===== config.mk =====
export PLATFORM = sky130hd
export DESIGN_NAME = smb_blkrd_master
export DESIGN_NICKNAME = d
export VERILOG_FILES = /design/src/rtl/smbbr_pkg.sv /design/src/rtl/smbbr_qtick.sv /design/src/rtl/smbbr_byte_phy.sv /design/src/rtl/smbbr_seq.sv /design/src/rtl/smb_blkrd_master.sv
export SDC_FILE = /design/constraint.sdc
export NUM_CORES = 1
export LEC_CHECK = 0
export CAP_MARGIN = 15
export CORE_MARGIN = 2
export CORE_UTILIZATION = 56
export DETAILED_ROUTE_END_ITERATION = 7
export PLACE_DENSITY = 0.76
export SETUP_SLACK_MARGIN = 0.4
export SYNTH_ARGS = -nofsm -noshare
export SYNTH_HDL_FRONTEND = slang
export SYNTH_HIERARCHICAL = 1
export SYNTH_SLANG_ARGS = --single-unit

===== constraint.sdc =====
create_clock -name clk -period 2.5 [get_ports clk]
set_input_delay 0.25 -clock clk [delete_from_list [all_inputs] [get_ports clk]]
set_output_delay 0.25 -clock clk [all_outputs]
set_load 0.02 [all_outputs]

===== src/rtl/smbbr_pkg.sv =====
package smbbr_pkg;

  typedef enum logic [1:0] {
    OP_START = 2'd0,
    OP_STOP  = 2'd1,
    OP_WR    = 2'd2,
    OP_RD    = 2'd3
  } bus_op_t;

  typedef enum logic [3:0] {
    S_IDLE, S_START, S_WADR, S_WCMD, S_WCNT, S_WREG, S_WLEN,
    S_RSTA, S_RADR, S_RCNT, S_RDAT, S_STOP
  } seq_st_t;

endpackage


===== src/rtl/smbbr_qtick.sv =====
module smbbr_qtick #(
  parameter int QDIV = 64
) (
  input  logic clk,
  input  logic rst,
  output logic tick_o
);
  localparam int CW = (QDIV > 1) ? $clog2(QDIV) : 1;

  logic [CW-1:0] cnt;

  always_ff @(posedge clk) begin
    if (rst) begin
      cnt    <= '0;
      tick_o <= 1'b0;
    end else if (cnt == CW'(QDIV - 1)) begin
      cnt    <= '0;
      tick_o <= 1'b1;
    end else begin
      cnt    <= cnt + 1'b1;
      tick_o <= 1'b0;
    end
  end
endmodule


===== src/rtl/smbbr_byte_phy.sv =====
module smbbr_byte_phy
  import smbbr_pkg::*;
(
  input  logic       clk,
  input  logic       rst,
  input  logic       qtick,
  input  logic       cmd_v,
  input  bus_op_t    cmd_op,
  input  logic [7:0] cmd_byte,
  input  logic       cmd_nack,
  input  logic       sda_i,
  output logic       scl_low_o,
  output logic       sda_low_o,
  output logic       done_o,
  output logic [7:0] rx_byte_o,
  output logic       ack_o,
  output logic       cond_o
);
  logic       active;
  bus_op_t    op;
  logic [1:0] q;
  logic [3:0] bitn;
  logic [7:0] sh;
  logic       nack_r;
  logic       lvl_a, lvl_b, last_bit, is_cond;

  assign is_cond = (op == OP_START) || (op == OP_STOP);
  assign last_bit = is_cond ? (bitn == 4'd0) : (bitn == 4'd8);
  assign cond_o = active && is_cond;

  // Line level for the SCL-low half (a) and for the late SCL-high quarter (b)
  always_comb begin
    unique case (op)
      OP_START: begin lvl_a = 1'b1; lvl_b = 1'b0; end
      OP_STOP:  begin lvl_a = 1'b0; lvl_b = 1'b1; end
      OP_WR:    begin lvl_a = (bitn == 4'd8) ? 1'b1 : sh[7]; lvl_b = lvl_a; end
      default:  begin lvl_a = (bitn == 4'd8) ? nack_r : 1'b1; lvl_b = lvl_a; end
    endcase
  end

  always_ff @(posedge clk) begin
    if (rst) begin
      active    <= 1'b0;
      op        <= OP_START;
      q         <= 2'd0;
      bitn      <= 4'd0;
      sh        <= 8'h00;
      nack_r    <= 1'b0;
      scl_low_o <= 1'b0;
      sda_low_o <= 1'b0;
      done_o    <= 1'b0;
      rx_byte_o <= 8'h00;
      ack_o     <= 1'b0;
    end else begin
      done_o <= 1'b0;
      if (cmd_v && !active) begin
        active    <= 1'b1;
        op        <= cmd_op;
        q         <= 2'd0;
        bitn      <= 4'd0;
        sh        <= cmd_byte;
        nack_r    <= cmd_nack;
        scl_low_o <= 1'b1;
      end else if (active && qtick) begin
        unique case (q)
          2'd0: begin
            q         <= 2'd1;
            sda_low_o <= ~lvl_a;
          end
          2'd1: begin
            q         <= 2'd2;
            scl_low_o <= 1'b0;
          end
          2'd2: begin
            q         <= 2'd3;
            sda_low_o <= ~lvl_b;
            if (op == OP_RD && bitn != 4'd8) sh <= {sh[6:0], sda_i};
            if (bitn == 4'd8) ack_o <= ~sda_i;
          end
          default: begin
            if (last_bit) begin
              active    <= 1'b0;
              done_o    <= 1'b1;
              rx_byte_o <= sh;
              scl_low_o <= (op != OP_STOP);
            end else begin
              bitn      <= bitn + 4'd1;
              q         <= 2'd0;
              scl_low_o <= 1'b1;
              if (op == OP_WR) sh <= {sh[6:0], 1'b0};
            end
          end
        endcase
      end
    end
  end
endmodule


===== src/rtl/smbbr_seq.sv =====
module smbbr_seq
  import smbbr_pkg::*;
#(
  parameter int         MAX_LEN  = 32,
  parameter int         LEN_W    = 6,
  parameter logic [7:0] CMD_CODE = 8'hF1,
  parameter logic [7:0] WR_COUNT = 8'h02
) (
  input  logic             clk,
  input  logic             rst,
  input  logic             start_i,
  input  logic [6:0]       tgt_addr_i,
  input  logic [7:0]       reg_addr_i,
  input  logic [LEN_W-1:0] req_len_i,
  input  logic             eng_done,
  input  logic [7:0]       eng_rx,
  input  logic             eng_ack,
  output logic             cmd_v,
  output bus_op_t          cmd_op,
  output logic [7:0]       cmd_byte,
  output logic             cmd_nack,
  output logic             busy_o,
  output logic             done_o,
  output logic             reject_o,
  output logic             nack_err_o,
  output logic [7:0]       cnt_byte_o,
  output logic             cnt_mismatch_o,
  output logic [7:0]       rx_data_o,
  output logic             rx_valid_o
);
  seq_st_t          st;
  logic             issued;
  logic [6:0]       addr_r;
  logic [7:0]       reg_r;
  logic [LEN_W-1:0] len_r, rem;
  logic             len_ok;

  assign len_ok = (req_len_i != '0) && (req_len_i <= LEN_W'(MAX_LEN));

  always_comb begin
    cmd_op   = OP_WR;
    cmd_byte = 8'h00;
    cmd_nack = 1'b0;
    unique case (st)
      S_START, S_RSTA: cmd_op = OP_START;
      S_STOP:          cmd_op = OP_STOP;
      S_WADR:          cmd_byte = {addr_r, 1'b0};
      S_WCMD:          cmd_byte = CMD_CODE;
      S_WCNT:          cmd_byte = WR_COUNT;
      S_WREG:          cmd_byte = reg_r;
      S_WLEN:          cmd_byte = 8'(len_r);
      S_RADR:          cmd_byte = {addr_r, 1'b1};
      S_RCNT:          cmd_op = OP_RD;
      S_RDAT: begin
        cmd_op   = OP_RD;
        cmd_nack = (rem == LEN_W'(1));
      end
      default: ;
    endcase
  end

  always_ff @(posedge clk) begin
    if (rst) begin
      st             <= S_IDLE;
      issued         <= 1'b0;
      addr_r         <= 7'h00;
      reg_r          <= 8'h00;
      len_r          <= '0;
      rem            <= '0;
      cmd_v          <= 1'b0;
      busy_o         <= 1'b0;
      done_o         <= 1'b0;
      reject_o       <= 1'b0;
      nack_err_o     <= 1'b0;
      cnt_byte_o     <= 8'h00;
      cnt_mismatch_o <= 1'b0;
      rx_data_o      <= 8'h00;
      rx_valid_o     <= 1'b0;
    end else begin
      cmd_v      <= 1'b0;
      done_o     <= 1'b0;
      reject_o   <= 1'b0;
      rx_valid_o <= 1'b0;
      if (st == S_IDLE) begin
        if (start_i) begin
          if (len_ok) begin
            st             <= S_START;
            issued         <= 1'b0;
            busy_o         <= 1'b1;
            addr_r         <= tgt_addr_i;
            reg_r          <= reg_addr_i;
            len_r          <= req_len_i;
            nack_err_o     <= 1'b0;
            cnt_mismatch_o <= 1'b0;
          end else begin
            reject_o <= 1'b1;
          end
        end
      end else if (!issued) begin
        cmd_v  <= 1'b1;
        issued <= 1'b1;
      end else if (eng_done) begin
        issued <= 1'b0;
        unique case (st)
          S_START: st <= S_WADR;
          S_WADR, S_WCMD, S_WCNT, S_WREG, S_WLEN, S_RADR: begin
            if (!eng_ack) begin
              nack_err_o <= 1'b1;
              st         <= S_STOP;
            end else begin
              unique case (st)
                S_WADR:  st <= S_WCMD;
                S_WCMD:  st <= S_WCNT;
                S_WCNT:  st <= S_WREG;
                S_WREG:  st <= S_WLEN;
                S_WLEN:  st <= S_RSTA;
                default: st <= S_RCNT;
              endcase
            end
          end
          S_RSTA: st <= S_RADR;
          S_RCNT: begin
            cnt_byte_o     <= eng_rx;
            cnt_mismatch_o <= (eng_rx != 8'(len_r));
            rem            <= len_r;
            st             <= S_RDAT;
          end
          S_RDAT: begin
            rx_data_o  <= eng_rx;
            rx_valid_o <= 1'b1;
            rem        <= rem - LEN_W'(1);
            if (rem == LEN_W'(1)) st <= S_STOP;
          end
          S_STOP: begin
            busy_o <= 1'b0;
            done_o <= 1'b1;
            st     <= S_IDLE;
          end
          default: st <= S_IDLE;
        endcase
      end
    end
  end
endmodule


===== src/rtl/smb_blkrd_master.sv =====
module smb_blkrd_master
  import smbbr_pkg::*;
#(
  parameter int QDIV    = 64,
  parameter int MAX_LEN = 32,
  parameter int LEN_W   = $clog2(MAX_LEN + 1)
) (
  input  logic             clk,
  input  logic             rst,
  input  logic             start_i,
  input  logic [6:0]       tgt_addr_i,
  input  logic [7:0]       reg_addr_i,
  input  logic [LEN_W-1:0] req_len_i,
  input  logic             sda_i,
  output logic             scl_low_o,
  output logic             sda_low_o,
  output logic             busy_o,
  output logic             done_o,
  output logic             reject_o,
  output logic             nack_err_o,
  output logic [7:0]       cnt_byte_o,
  output logic             cnt_mismatch_o,
  output logic [7:0]       rx_data_o,
  output logic             rx_valid_o
);
  logic       qtick;
  logic       cmd_v, cmd_nack;
  bus_op_t    cmd_op;
  logic [7:0] cmd_byte;
  logic       eng_done, eng_ack, eng_cond;
  logic [7:0] eng_rx;

  smbbr_qtick #(.QDIV(QDIV)) u_tick (
    .clk(clk), .rst(rst), .tick_o(qtick)
  );

  smbbr_byte_phy u_phy (
    .clk(clk), .rst(rst), .qtick(qtick),
    .cmd_v(cmd_v), .cmd_op(cmd_op), .cmd_byte(cmd_byte), .cmd_nack(cmd_nack),
    .sda_i(sda_i), .scl_low_o(scl_low_o), .sda_low_o(sda_low_o),
    .done_o(eng_done), .rx_byte_o(eng_rx), .ack_o(eng_ack), .cond_o(eng_cond)
  );

  smbbr_seq #(.MAX_LEN(MAX_LEN), .LEN_W(LEN_W)) u_seq (
    .clk(clk), .rst(rst), .start_i(start_i),
    .tgt_addr_i(tgt_addr_i), .reg_addr_i(reg_addr_i), .req_len_i(req_len_i),
    .eng_done(eng_done), .eng_rx(eng_rx), .eng_ack(eng_ack),
    .cmd_v(cmd_v), .cmd_op(cmd_op), .cmd_byte(cmd_byte), .cmd_nack(cmd_nack),
    .busy_o(busy_o), .done_o(done_o), .reject_o(reject_o),
    .nack_err_o(nack_err_o), .cnt_byte_o(cnt_byte_o),
    .cnt_mismatch_o(cnt_mismatch_o), .rx_data_o(rx_data_o), .rx_valid_o(rx_valid_o)
  );
endmodule


## Yosys cells after proc, flatten, opt, wreduce, memory -nomap -nowiden

Index checks and enable logic that the tools add are counted.

- Reduce and logical (&&, ||, !) cells: 50
- Multiplexer cells: 61
- Equal/unequal tests: 32
- $mul: 0
- Shifts and indexed selects: 0
- Bitwise logic cells: 11
- Add/subtract/negate cells: 3
- Magnitude comparators: 1
- Divide/modulo/power cells: 0

Operator list:

| operator | number |
|---|---|
| $pmux 8 s6 | 1 |
| $mux 8 | 5 |
| $pmux 4 s5 | 2 |
| $mux 1 | 37 |
| $mux 4 | 7 |
| $eq 4x4->1 const B | 5 |
| $reduce_and 4->1 | 5 |
| $reduce_and 5->1 | 4 |
| $reduce_bool 2->1 | 9 |
| $eq 4x3->1 const B | 4 |
| $pmux 8 s2 | 1 |
| $reduce_or 2->1 | 7 |
| $ne 2x1->1 const B | 6 |
| $pmux 2 s3 | 2 |
| $pmux 6 s2 | 1 |
| $reduce_and 3->1 | 4 |
| $reduce_or 6->1 | 2 |
| $not 1->1 | 11 |
| $eq 4x2->1 const B | 2 |
| $logic_not 4->1 | 2 |
| $ne 4x4->1 const B | 2 |
| $ne 8x6->1 | 1 |
| $add 6x1->6 const B | 1 |
| $eq 2x2->1 const B | 3 |
| 23 further kinds | 34 |

- Register bits after elaboration: 92
- Bits in latches: 0
- Logic and storage cells: 186
- RAM bits: 0
- ROM bits: 0
- Memories kept: 0

## Depth between registers and ports, before layout

- Depth in word-level cells: 7
- Gate-level depth with buffers: 9

## Modules after synthesis

The synthesis kept the hierarchy.

By module, submodules not included:

| module | instances | cells each | sequential area each (um2) | area an instance (um2) |
|---|---|---|---|---|
| smbbr_seq | 1 | 334 | 1101.1 | 2745.1 |
| smbbr_byte_phy | 1 | 165 | 600.6 | 1487.7 |
| smbbr_qtick | 1 | 28 | 140.1 | 262.8 |

## Worst setup path before layout

OpenSTA, ideal clock, no wires.

- Path kind: register -> register
- Start: register u_seq.st[2]
- End: register u_phy.sh[7]
- Arrival time: 1.814 ns
- Stages on the path, launching flop included: 9
- Path slack: 0.583 ns
- Data required time: 2.397 ns
- Cell sequence: dfxtp_1 clkbuf_1 clkbuf_1 clkbuf_1 nor2b_1 nand3_1 o21ai_0 nor2_1 a2111oi_2

- Word-level cells in the longest chain between the ends: 3

RTL lines:

| element | RTL line | source |
|---|---|---|
| start: declaration | smbbr_seq.sv:31 | `seq_st_t st;` |
| start signal: assignment | smbbr_seq.sv:64 | `st <= S_IDLE;` |
| start signal: assignment | smbbr_seq.sv:87 | `st <= S_START;` |
| start signal: assignment | smbbr_seq.sv:105 | `S_START: st <= S_WADR;` |
| $eq 4x4->1, or another cell as far along | smbbr_seq.sv:44 | `unique case (st)` |
| $pmux 8 s6 (*) | smbbr_seq.sv:44 |  |
| net cmd_byte[7] | smb_blkrd_master.sv:29 | `logic [7:0] cmd_byte;` |
| $mux 8 (*) | smbbr_byte_phy.sv:56 | `if (cmd_v && !active) begin` |
| end signal: assignment | smbbr_byte_phy.sv:61 | `sh <= cmd_byte;` |
| end signal: assignment | smbbr_byte_phy.sv:77 | `if (op == OP_RD && bitn != 4'd8) sh <= {sh[6:0], sda_i};` |
| end signal: assignment | smbbr_byte_phy.sv:90 | `if (op == OP_WR) sh <= {sh[6:0], 1'b0};` |
| end: declaration | smbbr_byte_phy.sv:23 | `logic [7:0] sh;` |

Mark *: on every way through the listed nets, which the timed path passes. The rest lies on a longest branch.
A chain may end at the register's enable or synchronous reset.

## Final worst setup path

- Start: input req_len_i[1]
- End: register u_seq.addr_r[1]

- Word-level cells in the longest chain between the ends: 3

RTL lines:

| element | RTL line | source |
|---|---|---|
| start: declaration | smb_blkrd_master.sv:13 | `input logic [LEN_W-1:0] req_len_i,` |
| $le 6x6->1 / $reduce_bool 6->1 (equally long branches) | smbbr_seq.sv:38 | `assign len_ok = (req_len_i != '0) && (req_len_i <= LEN_W'(MAX_LEN));` |
| $logic_and 1x1->1 (*) | smbbr_seq.sv:38 |  |
| $reduce_and 3->1 (no line) (*) | n/a |  |
| end signal: assignment | smbbr_seq.sv:90 | `addr_r <= tgt_addr_i;` |
| end: declaration | smbbr_seq.sv:33 | `logic [6:0] addr_r;` |

Mark *: on every way between the ends. The rest lies on a longest branch, timed or not.

==> results.yml <==
timing:
  period_share_pct: 78.8
  hold_viol: 0
  finalMaxSlewViolations: 0
  whs_ns: 0.381
  period_minus_slack_ns: 1.97
  fin_ws_ns: 0.529
  max_freq_mhz: 507
  setup_viol: 0
  worst_slew_pin_slew_ns: 0.584
  max-slew-margin-rel_pct: 60.9
  finalSetupTns_ns: 0
  skew_ns: 0.00543
  rsz0062_at_grt: "no"
floorplanning:
  die_area_sq_mm: 0.00875
  fp-row-count: 32
  core_sq_mm: 0.00773
  initial_core_util_pct: 58.1
  boundaryPins: 49
  die_h_microns: 93.5
  die_w_microns: 93.5
global_routing:
  grt_pass1_wl_microns: 16600
  grt_pass1_vias: 3428
  track_usage_pct: 23.8
  grt_max_degree: 33
  grt-ovfl-total: 0
  antenna_found_initial: 0
routing:
  vias: 3818
  drc: 0
  totalWireLength_microns: 10100
  antenna_left: 0
  drt_pass1_iterations: 6
  wl_per_cell_microns: 15.0
  detailedRoute.firstIterationViolations: 309
  viasPerCell: 5.66
critical_path:
  cp_max_fo: 20
  crit_path_end_kind: "register"
  r2r_cells: 6
  crit_type: "input pin to register"
  critPathArrivalTime_ns: 2.19
  start_kind: "input pin"
  cp.required_ns: 2.71
cts:
  clk_path_buf_depth: 2
  cts_tree: "built"
  clock-sinks: 92
  ctsHoldBuffers: 0
  cts_made_buffers: 9
  clkSlewWorstSetupHoldPaths_ns: 0.08
  cts_root_buffer: "clkbuf_8"
  cts_max_level: 3
  clk_latency_ns: 0.35
cells_and_area:
  multi_input_comb_area_sq_mm: 0.00240
  instances_no_fill: 674
  nets: 601
  fillCellCount: 667
  drive_gt1_share_pct: 9.09
  antenna_cells: 0
  syn2layout_area_growth_pct: 16.0
  area.sequential_sq_mm: 0.00184
synthesis:
  syn_area_sq_mm: 0.00449
  syn_inst: 526
  yosysWarnings: 6
  syn_area_per_cell_sq_um: 8.53
  syn_nets: 560
power_and_ir_drop:
  p_comb_share_pct: 8.7
  power.net_switching_uw: 655
  ir_drop_v: 0.000377
  p_total_mw: 2.66
  pwr-share-seq_pct: 58.2
  p_sw_share_pct: 24.6
  p_per_area_mw_per_mm2: 511
  power.internal_mw: 2.00
  clkPwrFrac_pct: 33.1
  p_leak_nw: 2.02
status:
  status: "finished clean"
place:
  dp.cells: 657
  portBuffers: 48
  pre_cts_slack_ns: 0.179
  gp_congestion: 0.889
  dp_hpwl_microns: 7400
flow_run:
  maxCapViolations: 0
worst_hold_path:
  holdPathStages: 2
  min-delay-path-class: "input pin to register"
[worst max-delay path: stages]
cell and delay, ns:
clkdlybuf4s50_1 0.42, or4_4 0.58, o2111a_2 0.30, nor2_4 0.14, buf_12 0.20, mux2i_1 0.22
nor2_1 0.07
[layout make-up]
cell class / instances / share of cell area [%]
tap: 102 / 2.45
clock buffer: 12 / 2.79
multi-input combinational: 383 / 46.0
inverter: 18 / 1.30
sequential: 92 / 35.4
timing repair buffer: 63 / 11.5
clock inverter: 4 / 0.481
[power by group through the flow]
stage	registers, mW	logic (mW)	clock network [mW]
after floorplan	1.56	0.164	0
after global placement	1.58	0.223	0
after detailed placement	1.58	0.231	0
after CTS	1.55	0.232	0.902
after global routing	1.55	0.256	0.965
final	1.55	0.232	0.881
[metrics by stage]
step	util, %	area (sq um)
detailed placement	65.0	5020
finish	67.4	5210
global placement	65.0	5020
CTS	67.2	5190
floorplan	-	4490
global route	67.4	5210
[sequential cells by signal, summed over array words and instances, names as in the netlist, 6 cells and up]
name,flops
u_phy/rx_byte_o,8
u_seq/rem,6
u_seq/rx_data_o,8
u_phy/sh,8
u_tick/cnt,6
u_seq/reg_r,8
u_seq/addr_r,7
u_seq/cnt_byte_o,8
u_seq/len_r,6
[layout by cell type, fill, tap and decap left out, types with 6 or more instances in the layout]
master,n
buf_4,14
clkbuf_8,10
nor2_1,99
nand2_1,39
nor3_1,19
mux2i_1,39
dfxtp_1,90
xor2_1,8
nand3_1,12
a22oi_1,6
ha_1,9
inv_1,18
clkdlybuf4s50_1,47
a2111oi_2,7
xnor2_1,10
o21ai_0,30
a21oi_1,33
[layer usage]
| metal | share of wire, % | vias up | track usage (%) |
|---|---|---|---|
| met2 | 47 | 112 | 38.1 |
| li1 | - | 1913 | - |
| met5 | 0 | - | 0 |
| met4 | 1.6 | 0 | 8.21 |
| met3 | 5.3 | 16 | 4.11 |
| met1 | 46 | 1777 | 32.7 |
[worst paths after layout]
check,end,slack [ns],from
min reg2reg,u_phy/nack_r,0.47,u_phy/nack_r
max reg2reg,u_seq/addr_r[1],0.56,u_seq/st[0]
min,u_seq/addr_r[3],0.38,rst
max,u_seq/addr_r[1],0.53,req_len_i[1]
[repair_timing]
item	4_1_cts	5_1_grt
endpoints found under the setup margin	0	22
gates resized for setup	0	3
setup buffers	0	1
Power figures use the tool's default switching activity.
